==> src/rtl/fos_pkg.sv <==
package fos_pkg;

    typedef enum logic [2:0] {
        ST_IDLE  = 3'd0,
        ST_PROG  = 3'd1,
        ST_EWIN  = 3'd2,
        ST_ERASE = 3'd3,
        ST_SUSP  = 3'd4,
        ST_SPROG = 3'd5,
        ST_FAIL  = 3'd6
    } fos_state_e;

    typedef enum logic [2:0] {
        CMD_PROG   = 3'd0,
        CMD_SERASE = 3'd1,
        CMD_CERASE = 3'd2,
        CMD_SUSP   = 3'd3,
        CMD_RESUME = 3'd4,
        CMD_RESET  = 3'd5
    } fos_cmd_e;

    // status word bit positions (host software decodes these)
    localparam int STAT_OPTOG  = 6;
    localparam int STAT_TMO    = 5;
    localparam int STAT_EBEGUN = 3;
    localparam int STAT_SECTOG = 2;

    // counter slots
    localparam int CTR_PROG  = 0;
    localparam int CTR_ERASE = 1;
    localparam int CTR_WIN   = 2;
    localparam int NCTR      = 3;

    typedef struct packed {
        logic op_tog;
        logic timeout;
        logic erase_begun;
        logic sec_tog;
    } fos_flags_t;

    function automatic logic is_busy(fos_state_e s);
        return (s == ST_PROG) || (s == ST_EWIN) || (s == ST_ERASE) ||
               (s == ST_SPROG) || (s == ST_FAIL);
    endfunction

    function automatic logic [7:0] pack_status(fos_flags_t f);
        logic [7:0] w;
        w = '0;
        w[STAT_OPTOG]  = f.op_tog;
        w[STAT_TMO]    = f.timeout;
        w[STAT_EBEGUN] = f.erase_begun;
        w[STAT_SECTOG] = f.sec_tog;
        return w;
    endfunction

endpackage

==> src/rtl/fos_pulse_ctr.sv <==
module fos_pulse_ctr #(
    parameter int CW = 8
) (
    input  logic          clk,
    input  logic          rst,
    input  logic          clr,
    input  logic          inc,
    output logic [CW-1:0] cnt
);
    always_ff @(posedge clk) begin
        if (rst || clr)
            cnt <= '0;
        else if (inc)
            cnt <= cnt + 1'b1;
    end
endmodule

==> src/rtl/fos_seq.sv <==
module fos_seq
    import fos_pkg::*;
#(
    parameter int SECTORS      = 8,
    parameter int SW           = 3,
    parameter int CW           = 7,
    parameter int LIMIT        = 64,
    parameter int PROG_CYCLES  = 12,
    parameter int ERASE_CYCLES = 40,
    parameter int WIN_CYCLES   = 10
) (
    input  logic               clk,
    input  logic               rst,
    input  logic               cmd_valid,
    input  fos_cmd_e           cmd,
    input  logic [SW-1:0]      cmd_sector,
    input  logic               prog_bad,
    input  logic [CW-1:0]      pcnt,
    input  logic [CW-1:0]      ecnt,
    input  logic [CW-1:0]      wcnt,
    output fos_state_e         st,
    output logic [SECTORS-1:0] sel_mask,
    output logic               erase_begun,
    output logic [NCTR-1:0]    ctr_clr,
    output logic [NCTR-1:0]    ctr_inc
);
    localparam logic [CW-1:0] P_LAST = CW'(PROG_CYCLES - 1);
    localparam logic [CW-1:0] E_LAST = CW'(ERASE_CYCLES - 1);
    localparam logic [CW-1:0] W_LAST = CW'(WIN_CYCLES - 1);
    localparam logic [CW-1:0] T_LAST = CW'(LIMIT - 1);

    fos_state_e         st_n;
    logic [SECTORS-1:0] mask_n;
    logic               eb_n;
    logic               bad_q, bad_n;
    logic               ret_susp_q, ret_susp_n;
    logic [SECTORS-1:0] sec_bit;

    always_comb sec_bit = SECTORS'(1) << cmd_sector;

    always_comb begin
        st_n       = st;
        mask_n     = sel_mask;
        eb_n       = erase_begun;
        bad_n      = bad_q;
        ret_susp_n = ret_susp_q;
        ctr_clr    = '0;
        ctr_inc    = '0;
        case (st)
            ST_IDLE: begin
                if (cmd_valid && cmd == CMD_PROG) begin
                    st_n = ST_PROG;
                    bad_n = prog_bad;
                    ctr_clr[CTR_PROG] = 1'b1;
                end else if (cmd_valid && cmd == CMD_SERASE) begin
                    st_n = ST_EWIN;
                    mask_n = sec_bit;
                    ctr_clr[CTR_WIN] = 1'b1;
                end else if (cmd_valid && cmd == CMD_CERASE) begin
                    st_n = ST_ERASE;
                    mask_n = '1;
                    eb_n = 1'b1;
                    ctr_clr[CTR_ERASE] = 1'b1;
                end
            end
            ST_PROG, ST_SPROG: begin
                if (!bad_q && pcnt == P_LAST) begin
                    st_n = (st == ST_SPROG) ? ST_SUSP : ST_IDLE;
                    ctr_clr[CTR_PROG] = 1'b1;
                end else if (pcnt == T_LAST) begin
                    st_n = ST_FAIL;
                    ret_susp_n = (st == ST_SPROG);
                end else begin
                    ctr_inc[CTR_PROG] = 1'b1;
                end
            end
            ST_EWIN: begin
                if (cmd_valid && cmd == CMD_SERASE) begin
                    mask_n = sel_mask | sec_bit;
                    ctr_clr[CTR_WIN] = 1'b1;
                end else if (wcnt == W_LAST) begin
                    st_n = ST_ERASE;
                    eb_n = 1'b1;
                    ctr_clr[CTR_WIN] = 1'b1;
                    ctr_clr[CTR_ERASE] = 1'b1;
                end else begin
                    ctr_inc[CTR_WIN] = 1'b1;
                end
            end
            ST_ERASE: begin
                if (ecnt == E_LAST) begin
                    st_n = ST_IDLE;
                    mask_n = '0;
                    eb_n = 1'b0;
                    ctr_clr[CTR_ERASE] = 1'b1;
                end else if (ecnt == T_LAST) begin
                    st_n = ST_FAIL;
                    ret_susp_n = 1'b0;
                end else if (cmd_valid && cmd == CMD_SUSP) begin
                    st_n = ST_SUSP;
                end else begin
                    ctr_inc[CTR_ERASE] = 1'b1;
                end
            end
            ST_SUSP: begin
                if (cmd_valid && cmd == CMD_PROG) begin
                    st_n = ST_SPROG;
                    bad_n = prog_bad;
                    ctr_clr[CTR_PROG] = 1'b1;
                end else if (cmd_valid && cmd == CMD_RESUME) begin
                    st_n = ST_ERASE;
                end
            end
            ST_FAIL: begin
                if (cmd_valid && cmd == CMD_RESET) begin
                    ctr_clr[CTR_PROG] = 1'b1;
                    if (ret_susp_q) begin
                        st_n = ST_SUSP;
                    end else begin
                        st_n = ST_IDLE;
                        mask_n = '0;
                        eb_n = 1'b0;
                        ctr_clr[CTR_ERASE] = 1'b1;
                    end
                end
            end
            default: st_n = ST_IDLE;
        endcase
    end

    always_ff @(posedge clk) begin
        if (rst) begin
            st          <= ST_IDLE;
            sel_mask    <= '0;
            erase_begun <= 1'b0;
            bad_q       <= 1'b0;
            ret_susp_q  <= 1'b0;
        end else begin
            st          <= st_n;
            sel_mask    <= mask_n;
            erase_begun <= eb_n;
            bad_q       <= bad_n;
            ret_susp_q  <= ret_susp_n;
        end
    end
endmodule

==> src/rtl/fos_toggles.sv <==
module fos_toggles (
    input  logic clk,
    input  logic rst,
    input  logic rd_strobe,
    input  logic status_rd,
    input  logic busy,
    input  logic selected,
    output logic op_tog,
    output logic sec_tog
);
    always_ff @(posedge clk) begin
        if (rst) begin
            op_tog  <= 1'b0;
            sec_tog <= 1'b0;
        end else if (rd_strobe && status_rd) begin
            if (busy)
                op_tog <= ~op_tog;
            if (selected)
                sec_tog <= ~sec_tog;
        end
    end
endmodule

==> src/rtl/fos_rdmux.sv <==
module fos_rdmux
    import fos_pkg::*;
#(
    parameter int DW = 8
) (
    input  logic          status_rd,
    input  fos_flags_t    flags,
    input  logic [DW-1:0] array_data,
    output logic [DW-1:0] rd_data
);
    logic [DW-1:0] status_w;

    always_comb begin
        status_w = DW'(pack_status(flags));
        rd_data  = status_rd ? status_w : array_data;
    end
endmodule

==> src/rtl/flash_op_status.sv <==
module flash_op_status
    import fos_pkg::*;
#(
    parameter int SECTORS      = 8,
    parameter int DW           = 8,
    parameter int LIMIT        = 64,
    parameter int PROG_CYCLES  = 12,
    parameter int ERASE_CYCLES = 40,
    parameter int WIN_CYCLES   = 10
) (
    input  logic                         clk,
    input  logic                         rst,
    input  logic                         cmd_valid,
    input  logic [2:0]                   cmd_op,
    input  logic [$clog2(SECTORS)-1:0]   cmd_sector,
    input  logic [DW-1:0]                cmd_old_data,
    input  logic [DW-1:0]                cmd_new_data,
    input  logic                         rd_strobe,
    input  logic [$clog2(SECTORS)-1:0]   rd_sector,
    input  logic [DW-1:0]                array_data,
    output logic [DW-1:0]                rd_data
);
    localparam int SW   = $clog2(SECTORS);
    localparam int MAXC = (LIMIT > WIN_CYCLES) ? LIMIT : WIN_CYCLES;
    localparam int CW   = $clog2(MAXC + 1);

    fos_state_e         st;
    logic [SECTORS-1:0] sel_mask;
    logic               erase_begun;
    logic [NCTR-1:0]    ctr_clr, ctr_inc;
    logic [CW-1:0]      cnt [NCTR];
    logic               prog_bad;
    logic               busy, selected, status_rd;
    logic               op_tog, sec_tog;
    fos_flags_t         flags;

    always_comb begin
        prog_bad  = |(~cmd_old_data & cmd_new_data);
        busy      = is_busy(st);
        selected  = sel_mask[rd_sector];
        status_rd = busy || (st == ST_SUSP && selected);
        flags.op_tog      = op_tog;
        flags.timeout     = (st == ST_FAIL);
        flags.erase_begun = erase_begun;
        flags.sec_tog     = sec_tog;
    end

    for (genvar g = 0; g < NCTR; g++) begin : g_ctr
        fos_pulse_ctr #(.CW(CW)) u_ctr (
            .clk (clk),
            .rst (rst),
            .clr (ctr_clr[g]),
            .inc (ctr_inc[g]),
            .cnt (cnt[g])
        );
    end

    fos_seq #(
        .SECTORS(SECTORS), .SW(SW), .CW(CW), .LIMIT(LIMIT),
        .PROG_CYCLES(PROG_CYCLES), .ERASE_CYCLES(ERASE_CYCLES),
        .WIN_CYCLES(WIN_CYCLES)
    ) u_seq (
        .clk         (clk),
        .rst         (rst),
        .cmd_valid   (cmd_valid),
        .cmd         (fos_cmd_e'(cmd_op)),
        .cmd_sector  (cmd_sector),
        .prog_bad    (prog_bad),
        .pcnt        (cnt[CTR_PROG]),
        .ecnt        (cnt[CTR_ERASE]),
        .wcnt        (cnt[CTR_WIN]),
        .st          (st),
        .sel_mask    (sel_mask),
        .erase_begun (erase_begun),
        .ctr_clr     (ctr_clr),
        .ctr_inc     (ctr_inc)
    );

    fos_toggles u_tog (
        .clk       (clk),
        .rst       (rst),
        .rd_strobe (rd_strobe),
        .status_rd (status_rd),
        .busy      (busy),
        .selected  (selected),
        .op_tog    (op_tog),
        .sec_tog   (sec_tog)
    );

    fos_rdmux #(.DW(DW)) u_mux (
        .status_rd  (status_rd),
        .flags      (flags),
        .array_data (array_data),
        .rd_data    (rd_data)
    );
endmodule

==> config.mk <==
export PLATFORM = sky130hd
export DESIGN_NAME = flash_op_status
export DESIGN_NICKNAME = d
export VERILOG_FILES = /design/src/rtl/fos_pkg.sv /design/src/rtl/fos_pulse_ctr.sv /design/src/rtl/fos_seq.sv /design/src/rtl/fos_toggles.sv /design/src/rtl/fos_rdmux.sv /design/src/rtl/flash_op_status.sv
export SDC_FILE = /design/constraint.sdc
export NUM_CORES = 1
export LEC_CHECK = 0
export ABC_AREA = 1
export BUFFER_PORTS_ARGS = -buffer_cell sky130_fd_sc_hd__clkbuf_2
export CORE_MARGIN = 2
export CORE_UTILIZATION = 45
export CTS_BUF_LIST = sky130_fd_sc_hd__clkbuf_8
export CTS_CLUSTER_SIZE = 10
export DETAILED_ROUTE_END_ITERATION = 10
export PLACE_DENSITY = 0.69
export SLEW_MARGIN = 20
export SYNTH_ARGS = -nofsm -noshare
export SYNTH_HDL_FRONTEND = slang
export SYNTH_SLANG_ARGS = --single-unit
==> constraint.sdc <==
create_clock -name clk -period 1.81 [get_ports clk]
set_input_delay 0.0905 -clock clk [delete_from_list [all_inputs] [get_ports clk]]
set_output_delay 0.0905 -clock clk [all_outputs]
set_load 0.01 [all_outputs]
==> results of run 1 <==
-- where the power goes --
| group | switching, mW | internal, mW |
|---|---|---|
| Clock | 0.305 | 0.262 |
| Sequential | 0.127 | 0.986 |
| Combinational | 1.45 | 0.784 |
-- final timing paths --
path                            depth (start not counted)             startpoint               endpoint
worst max-delay path                                    8            u_seq.st[1]             rd_data[3]
worst min-delay path                                    3              rd_strobe           u_tog.op_tog
worst max register to register                          8  g_ctr[1].u_ctr.cnt[0]      u_seq.sel_mask[4]
worst min register to register                          2  g_ctr[0].u_ctr.cnt[6]  g_ctr[0].u_ctr.cnt[6]
-- worst max-delay path, delay by kind of cell, from the launching register on --
kind / cells / cell delay (ns)
AOI/OAI and AO/OA: 1 / 0.09
and+or+nand+nor: 5 / 0.61
DFF: 1 / 0.39
buffers and inverters: 2 / 0.23
-- timing repair --
item / 4_1_cts / 5_1_grt
pin swaps: 1 / 2
gates cloned: 1 / 0
buffers inserted: 1 / 2
resized for setup: 5 / 8
endpoints found under the setup margin: 7 / 18
-- layout make-up --
| type | count | area, sq um | area share [%] |
|---|---|---|---|
| Clock buffer | 5 | 68.82 | 2.193 |
| Clock inverter | 3 | 13.76 | 0.4386 |
| Inverter | 67 | 251.5 | 8.014 |
| Multi-Input combinational cell | 308 | 1692 | 53.91 |
| Sequential cell | 37 | 745.7 | 23.76 |
| Tap cell | 75 | 93.84 | 2.990 |
| Timing Repair Buffer | 51 | 272.8 | 8.692 |
-- synthesized netlist by cell type --
library cell,n
a21o_1,1
a21oi_1,29
a21oi_2,17
and3_1,2
buf_2,1
buf_6,3
clkbuf_1,1
dfxtp_1,37
ha_1,4
inv_1,58
inv_2,9
nand2_1,90
nand2_2,9
nand2_4,2
nand2_8,1
nand3_1,46
nand3_2,2
nand3_4,1
nand3b_1,3
nand4_1,9
nor2_1,44
nor2_2,8
nor2_4,3
nor2_8,1
nor3_1,5
nor4_1,1
o211ai_1,2
o21a_1,1
o21ai_0,9
o21ai_1,3
o21ai_4,1
o22ai_1,4
or2_0,1
or2_1,1
xnor2_1,4
xor2_1,3
-- metrics by stage --
step | instances | instance area, sq um | hold WS, ns | total power, mW
after floorplan | 416 | 2680 | 0.1529 | 2.779
after global placement | 534 | 2982 | 0.3643 | 3.159
after detailed placement | 534 | 2982 | 0.3633 | 3.206
after CTS | 544 | 3095 | 0.05394 | 3.850
after global routing | 546 | 3138 | 0.05715 | 4.234
final | 546 | 3138 | 0.05210 | 3.910
-- state kept, by name, summed over array words and instances, names as in the netlist --
| name | flops |
|---|---|
| g_ctr.u_ctr.cnt | 21 |
| u_seq.sel_mask | 8 |
| u_seq.st | 3 |
| u_seq.bad_q | 1 |
| u_seq.erase_begun | 1 |
| u_seq.ret_susp_q | 1 |
| u_tog.op_tog | 1 |
| u_tog.sec_tog | 1 |
-- cells by family after synthesis --
| group | after synthesis |
|---|---|
| buffers and inverters | 72 |
| adders and majority gates | 4 |
| DFF | 37 |
| xor gates and xnor gates | 7 |
| and+or+nand+nor | 229 |
| AOI/OAI and AO/OA | 67 |
-- metal layers --
layer | vias to the layer above | GRT usage [%] | routed length (microns)
met5 | - | 0 | 0
met3 | 8 | 3.667 | 200
li1 | 1455 | - | -
met2 | 38 | 38.26 | 3082
met4 | 0 | 5.085 | 76
met1 | 1216 | 22.52 | 2742
==> qor.yml, run 1 <==
synthMuxAreaShare_pct: 0
clock-sinks: 37
yosysUniqueCellTypes: 36
synth_nets: 457
path_clk_slew_ns: 0.08
drt_iter0_drc: 73
period_share_pct: 94.39
rows: 28
start_kind: "flip-flop"
max_freq_ghz: 0.5853
cp.required_ns: 1.72
num_antenna_cells: 0
clk_latency_ns: 0.29
critPathKind: "flip-flop to output pin"
vias_per_cell: 4.976
mostFrequentLayoutCells: "nand2_1 (90), inv_1 (59), nand3_1 (45), clkbuf_2 (44), nor2_1 (42)"
synth_compound_area_share_pct: 15.87
grt_pass1_wl_microns: 10670
r2r_setup_slack_ns: 0.17
p_per_area_nw_per_um2: 1246
final_nets: 511
crit_path_cell_trace: "nor2_2, inv_1, nor2_4, nand3_4, nand2_4, nor2_2, a21oi_2, clkbuf_2"
hold_path_class: "input pin to flip-flop"
finalCriticalPeriod_ns: 1.708
yosys.area_share.simple_pct: 41.36
gr-total-overflow: 0
setup_tns_ns: 0
final_common_cell: "nand2_1"
fin_skew_ns: 0.007960
io_pins: 45
port_buffers: 44
grt_max_degree: 15
initial_utilization_pct: 45.81
slew_violations: 0
cp-end-kind: "output pin"
dieArea_sq_um: 6589
tightest_slew_ns: 0.5369
setup_viol: 0
leakage_nw: 1.459
cp_slowest_cell: "dfxtp_2"
die_w_microns: 81.18
routabilityCongestion: 0.8559
ys_seq_elements: 37
ys_seq_area_share_pct: 27.64
drtAntennaViolNets: 0
hold_viol_final: 0
synth-xor-area-share_pct: 2.288
slew_headroom_pct: 63.97
drc_errors: 0
drv_cap: 0
area_growth_pct: 17.09
synthAdderAreaFrac_pct: 1.867
ctsHoldBuffers: 0
max_stage_delay_ns: 0.39
fin_util_pct: 53.64
cts_buffers: 5
synth_area_sq_um: 2680
synth-warning-count: 0
die_h_microns: 81.18
yosysTopAreaCellShare_pct: 27.64
syn_inst: 416
dpl.hpwl_microns: 4743
crit_top_cell: "nor2_2"
grt_util_all_layers_pct: 19.99
core_region_area_sq_um: 5851
clockBufferDepth: 2
postRouteWirelength_microns: 6101
antenna_found_initial: 0
cts-root-buf: "clkbuf_8"
outcome: "finished clean"
ir_worst_vdd_mv: 0.6163
fillers: 586
crit_fanout: 8
yosys-top-cells-area: "dfxtp_1 (28%), nand2_1 (13%), nand3_1 (8.6%)"
dpl_worst_slack_ns: 0.1075
detail_route.first_pass.iterations: 4
synth.largest_area_cell: "dfxtp_1"
cp.arrival_ns: 1.62
cts_tree: "done"
setup_ws_ns: 0.1015
drive_gt1_share_pct: 25.69
post_drt_wl_per_cell_microns: 11.17
first_global_vias: 2616
cts.htree.levels: 2
vias: 2717
synth_top_family_by_area: "simple AND/OR/NAND/NOR gates"
syn_avg_cell_area_sq_um: 6.442
(Power assumes the default switching activity.)
==> inputs of run 2 (changes only) <==
--- a/config.mk
+++ b/config.mk
@@ -8,11 +8,11 @@
 export ABC_AREA = 1
 export BUFFER_PORTS_ARGS = -buffer_cell sky130_fd_sc_hd__clkbuf_2
 export CORE_MARGIN = 2
-export CORE_UTILIZATION = 45
+export CORE_UTILIZATION = 50
 export CTS_BUF_LIST = sky130_fd_sc_hd__clkbuf_8
 export CTS_CLUSTER_SIZE = 10
 export DETAILED_ROUTE_END_ITERATION = 10
-export PLACE_DENSITY = 0.69
+export PLACE_DENSITY = 0.75
 export SLEW_MARGIN = 20
 export SYNTH_ARGS = -nofsm -noshare
 export SYNTH_HDL_FRONTEND = slang
==> qor.yml, run 2 (synthesis results as in run 1) <==
gr-total-overflow: 0
rsz0062_at_grt: "true"
grt_pass1_wl_microns: 10150
r2r_setup_slack_ns: 0.16
fin_util_pct: 61.08
largest_register_ffs: 21
routabilityCongestion: 0.8395
cts-root-buf: "clkbuf_8"
drtAntennaViolNets: 0
cp.required_ns: 1.72
hold_path_class: "input pin to flip-flop"
drt_iter0_drc: 106
hold_viol_final: 0
start_kind: "flip-flop"
mostFrequentLayoutCells: "nand2_1 (90), inv_1 (59), nand3_1 (45), clkbuf_2 (44), nor2_1 (41)"
area_growth_pct: 17.13
finalCriticalPeriod_ns: 1.706
hold_depth: 3
reg2regPathDepth: 9
drive_gt1_share_pct: 25.59
holdWs_ns: 0.07244
core_region_area_sq_um: 5140
outcome: "finished clean"
p_per_area_nw_per_um2: 1252
reg2reg_to: "u_seq.sel_mask[4]"
setup_viol: 0
leakage_nw: 1.457
reg_top3: "g_ctr.u_ctr.cnt (21), u_seq.sel_mask (8), u_seq.st (3)"
rows: 26
final_nets: 510
max_freq_ghz: 0.5862
cp.arrival_ns: 1.62
vias: 2741
tightest_slew_ns: 0.5305
clk_latency_ns: 0.29
path_clk_slew_ns: 0.07
regMostFlops: "g_ctr.u_ctr.cnt"
fin_skew_ns: 0.007507
dpl.hpwl_microns: 4561
worstHoldEndpoint: "u_tog.op_tog"
cts.htree.levels: 2
first_global_vias: 2495
placed_area_sq_um: 2975
cp-end-kind: "output pin"
postRouteWirelength_microns: 5830
setup_tns_ns: 0
period_share_pct: 94.24
cts_tree: "done"
crit_fanout: 7
port_buffers: 44
die_h_microns: 77.21
grt_max_degree: 15
die_w_microns: 77.21
final_common_cell: "nand2_1"
ir_worst_vdd_mv: 0.5358
initial_utilization_pct: 52.14
dieArea_sq_um: 5961
drv_cap: 0
slew_violations: 0
critPathKind: "flip-flop to output pin"
clockBufferDepth: 2
detail_route.first_pass.iterations: 4
design_area_sq_um: 3139
io_pins: 45
post_drt_wl_per_cell_microns: 10.82
clock-sinks: 37
drc_errors: 0
grt_util_all_layers_pct: 20.49
reg2reg_from: "g_ctr[1].u_ctr.cnt[0]"
min_from: "rd_strobe"
slew_headroom_pct: 64.39
ctsHoldBuffers: 0
cts_buffers: 5
num_antenna_cells: 0
vias_per_cell: 5.085
antenna_found_initial: 0
## run 2: changes by cell type in the layout (fill, tap and decap cells not counted)
cell	before	now
clkinv_2	2	0
buf_12	0	1
buf_4	7	6
clkbuf_8	5	6
inv_2	9	8
inv_4	0	1
nand2_2	9	8
nand3_2	2	3
nand3_4	2	1
nor2_1	42	41
nor2_2	7	8
## run 2: worst max-delay path by stage
stage                                      from           to  slack (ns)  cells after the start
after global routing                u_seq.st[1]   rd_data[3]      -0.005                      8
after floorplan           g_ctr[1].u_ctr.cnt[0]  u_seq.st[0]        0.26                     10
after detailed placement  g_ctr[1].u_ctr.cnt[0]  u_seq.st[2]        0.11                     10
after global placement              u_seq.st[1]   rd_data[6]        0.15                      8
final                               u_seq.st[2]   rd_data[3]        0.10                      8
after CTS                           u_seq.st[1]   rd_data[3]        0.01                      8
## run 2: stage by stage
stage / std cells / total power, mW / setup slack, ns
after global placement: 529 / 3.154 / 0.1500
after detailed placement: 529 / 3.184 / 0.1127
final: 539 / 3.930 / 0.1042
after global routing: 539 / 4.273 / -0.005204
after CTS: 537 / 3.834 / 0.01401
after floorplan: 416 / 2.779 / 0.2587
## run 2: where the power goes
group          switching [mW]  internal [mW]
sequential              0.132          0.987
clock                   0.278          0.296
combinational            1.41          0.831
total                    1.82           2.11
## run 2: per-layer routing
metal / wire (microns) / track usage (%)
met1: 2630 / 24.00
met2: 2913 / 37.04
met3: 186 / 3.882
met4: 99 / 7.143
met5: 0 / 0
## run 2: worst max-delay path, stage by stage, from the launching register on
cell and delay, ns:
dfxtp_2 0.42, inv_2 0.11, o21ai_4 0.14, nand2_2 0.08, inv_2 0.10, nand2_4 0.09, buf_12 0.14, a21oi_2 0.11
clkbuf_2 0.14
## run 2: cell type report
cell class / instances / area, sq um
fillers: 519 / 2001
multi-input cells: 307 / 1680
flip-flops and latches: 37 / 745.7
repair buffers: 51 / 285.3
inverters: 67 / 254.0
well taps: 70 / 87.58
clock buffers: 6 / 82.58
clock inverters: 1 / 3.754
## run 2: timing repair
| item | 4_1_cts | 5_1_grt |
|---|---|---|
| resized for setup | 6 | 8 |
| pin swaps | 1 | 1 |
| setup buffers | 1 | 2 |
| setup endpoints to repair | 7 | 20 |
==> inputs of run 3 (changes only) <==
--- a/config.mk
+++ b/config.mk
@@ -6,8 +6,8 @@
 export NUM_CORES = 1
 export LEC_CHECK = 0
 export ABC_AREA = 1
-export BUFFER_PORTS_ARGS = -buffer_cell sky130_fd_sc_hd__clkbuf_2
-export CORE_MARGIN = 2
+export BUFFER_PORTS_ARGS = -buffer_cell sky130_fd_sc_hd__buf_2
+export CORE_MARGIN = 8
 export CORE_UTILIZATION = 50
 export CTS_BUF_LIST = sky130_fd_sc_hd__clkbuf_8
 export CTS_CLUSTER_SIZE = 10
==> qor.yml, run 3 (synthesis results as in run 1) <==
cp-end-kind: "output pin"
fin_skew_ns: 0.005516
rsz0062_at_grt: "false"
num_antenna_cells: 0
reg_top3: "g_ctr.u_ctr.cnt (21), u_seq.sel_mask (8), u_seq.st (3)"
io_pins: 45
initial_utilization_pct: 52.14
tightest_slew_ns: 0.5218
clk_latency_ns: 0.29
start_kind: "flip-flop"
setup_viol: 0
post_drt_wl_per_cell_microns: 11.78
power.total_mw: 4.047
finalCriticalPeriod_ns: 1.678
first_global_vias: 2579
clockBufferDepth: 2
grt_pass1_wl_microns: 10490
cts_buffers: 5
cts_tree: "done"
postRouteWirelength_microns: 6347
final_nets: 509
grt_util_all_layers_pct: 16.52
r2r_setup_slack_ns: 0.17
dieArea_sq_um: 7958
dpl.hpwl_microns: 4964
worstSetupStartpoint: "u_seq.st[1]"
port_buffers: 44
cp.required_ns: 1.72
vias_per_cell: 5.108
final_common_cell: "nand2_1"
cts.htree.levels: 2
slew_headroom_pct: 64.98
reg2reg_from: "g_ctr[0].u_ctr.cnt[0]"
cp.arrival_ns: 1.59
core_region_area_sq_um: 5140
drv_cap: 0
slew_violations: 0
die_w_microns: 89.21
max_freq_ghz: 0.5958
grt_max_degree: 15
reg2regPathDepth: 10
vias: 2753
area_growth_pct: 17.46
rows: 26
hold_viol_final: 0
drive_gt1_share_pct: 25.59
p_per_area_nw_per_um2: 1285
ir_worst_vdd_mv: 0.6258
largest_register_ffs: 21
setup_tns_ns: 0
antenna_found_initial: 0
reg2reg_to: "u_seq.st[1]"
fillers: 514
cts-root-buf: "clkbuf_8"
routabilityCongestion: 0.8839
path_clk_slew_ns: 0.07
drt_iter0_drc: 97
die_h_microns: 89.21
critPathKind: "flip-flop to output pin"
hold_path_class: "input pin to flip-flop"
worstHoldEndpoint: "u_seq.sel_mask[4]"
drtAntennaViolNets: 0
leakage_nw: 1.454
gr-total-overflow: 0
crit_fanout: 8
detail_route.first_pass.iterations: 4
drc_errors: 0
min_from: "rst"
ctsHoldBuffers: 0
regMostFlops: "g_ctr.u_ctr.cnt"
period_share_pct: 92.73
hold_depth: 2
fin_util_pct: 61.25
mostFrequentLayoutCells: "nand2_1 (89), inv_1 (59), nand3_1 (45), buf_2 (44), nor2_1 (42)"
clock-sinks: 37
outcome: "finished clean"
-- run 3: cell count changes in the layout (fill, tap and decap cells not counted), sizes merged --
cell,delta
nand2,+1
buf,+42
clkbuf,-44
bufinv,+1
-- run 3: power breakdown --
part	switching, mW	total, mW	internal, mW
sequential	0.131	1.12	0.986
combinational	1.43	2.19	0.758
clock	0.294	0.737	0.444
-- run 3: critical path, stage by stage (launching register included) --
cell and delay (ns):
dfxtp_2 0.39, nor2_2 0.13, inv_1 0.09, nor2_4 0.17, nand3_4 0.13, nand2_4 0.13, nor2_2 0.04, a21oi_2 0.08
buf_2 0.14
-- run 3: what timing repair did --
action	CTS	global route
resized for setup	6	7
buffers inserted	1	0
pin swaps	1	0
endpoints found under the setup margin	7	25
cloned	1	0
-- run 3: layer usage --
| layer | wire [microns] | part of all wire (%) | GRT usage, % | vias to the layer above |
|---|---|---|---|---|
| met5 | 0 | 0 | 0 | - |
| met4 | 69 | 1.1 | 6.495 | 0 |
| met3 | 198 | 3.1 | 3.125 | 9 |
| met2 | 3205 | 50 | 30.17 | 45 |
| met1 | 2874 | 45 | 18.31 | 1255 |
| li1 | - | - | - | 1444 |
-- run 3: worst max path at each step --
stage	endpoint	slack (ns)	cells past startpoint
after floorplan	u_seq.st[0]	0.26	10
after global placement	rd_data[3]	0.14	8
after detailed placement	u_seq.sel_mask[5]	0.12	9
after CTS	rd_data[3]	0.006	8
after global routing	u_seq.st[2]	0.006	9
final	rd_data[6]	0.13	8
-- run 3: per-stage QoR --
stage	cells	hold WS (ns)	cell area, sq um	setup WS, ns
global placement	529	0.3637	2975	0.1433
CTS	539	0.07074	3127	0.006214
finish	539	0.08200	3148	0.1316
floorplan	416	0.1529	2680	0.2587
detailed placement	529	0.3748	2975	0.1229
global route	539	0.07343	3148	0.005785
-- run 3: layout make-up --
| type | instances | area (sq um) | area share (%) |
|---|---|---|---|
| inverters | 67 | 251.5 | 7.989 |
| repair buffers | 49 | 257.7 | 8.188 |
| clock inverters | 2 | 33.78 | 1.073 |
| multi-input cells | 308 | 1689 | 53.66 |
| clock buffers | 6 | 82.58 | 2.623 |
| flip-flops and latches | 37 | 745.7 | 23.69 |
| well taps | 70 | 87.58 | 2.782 |
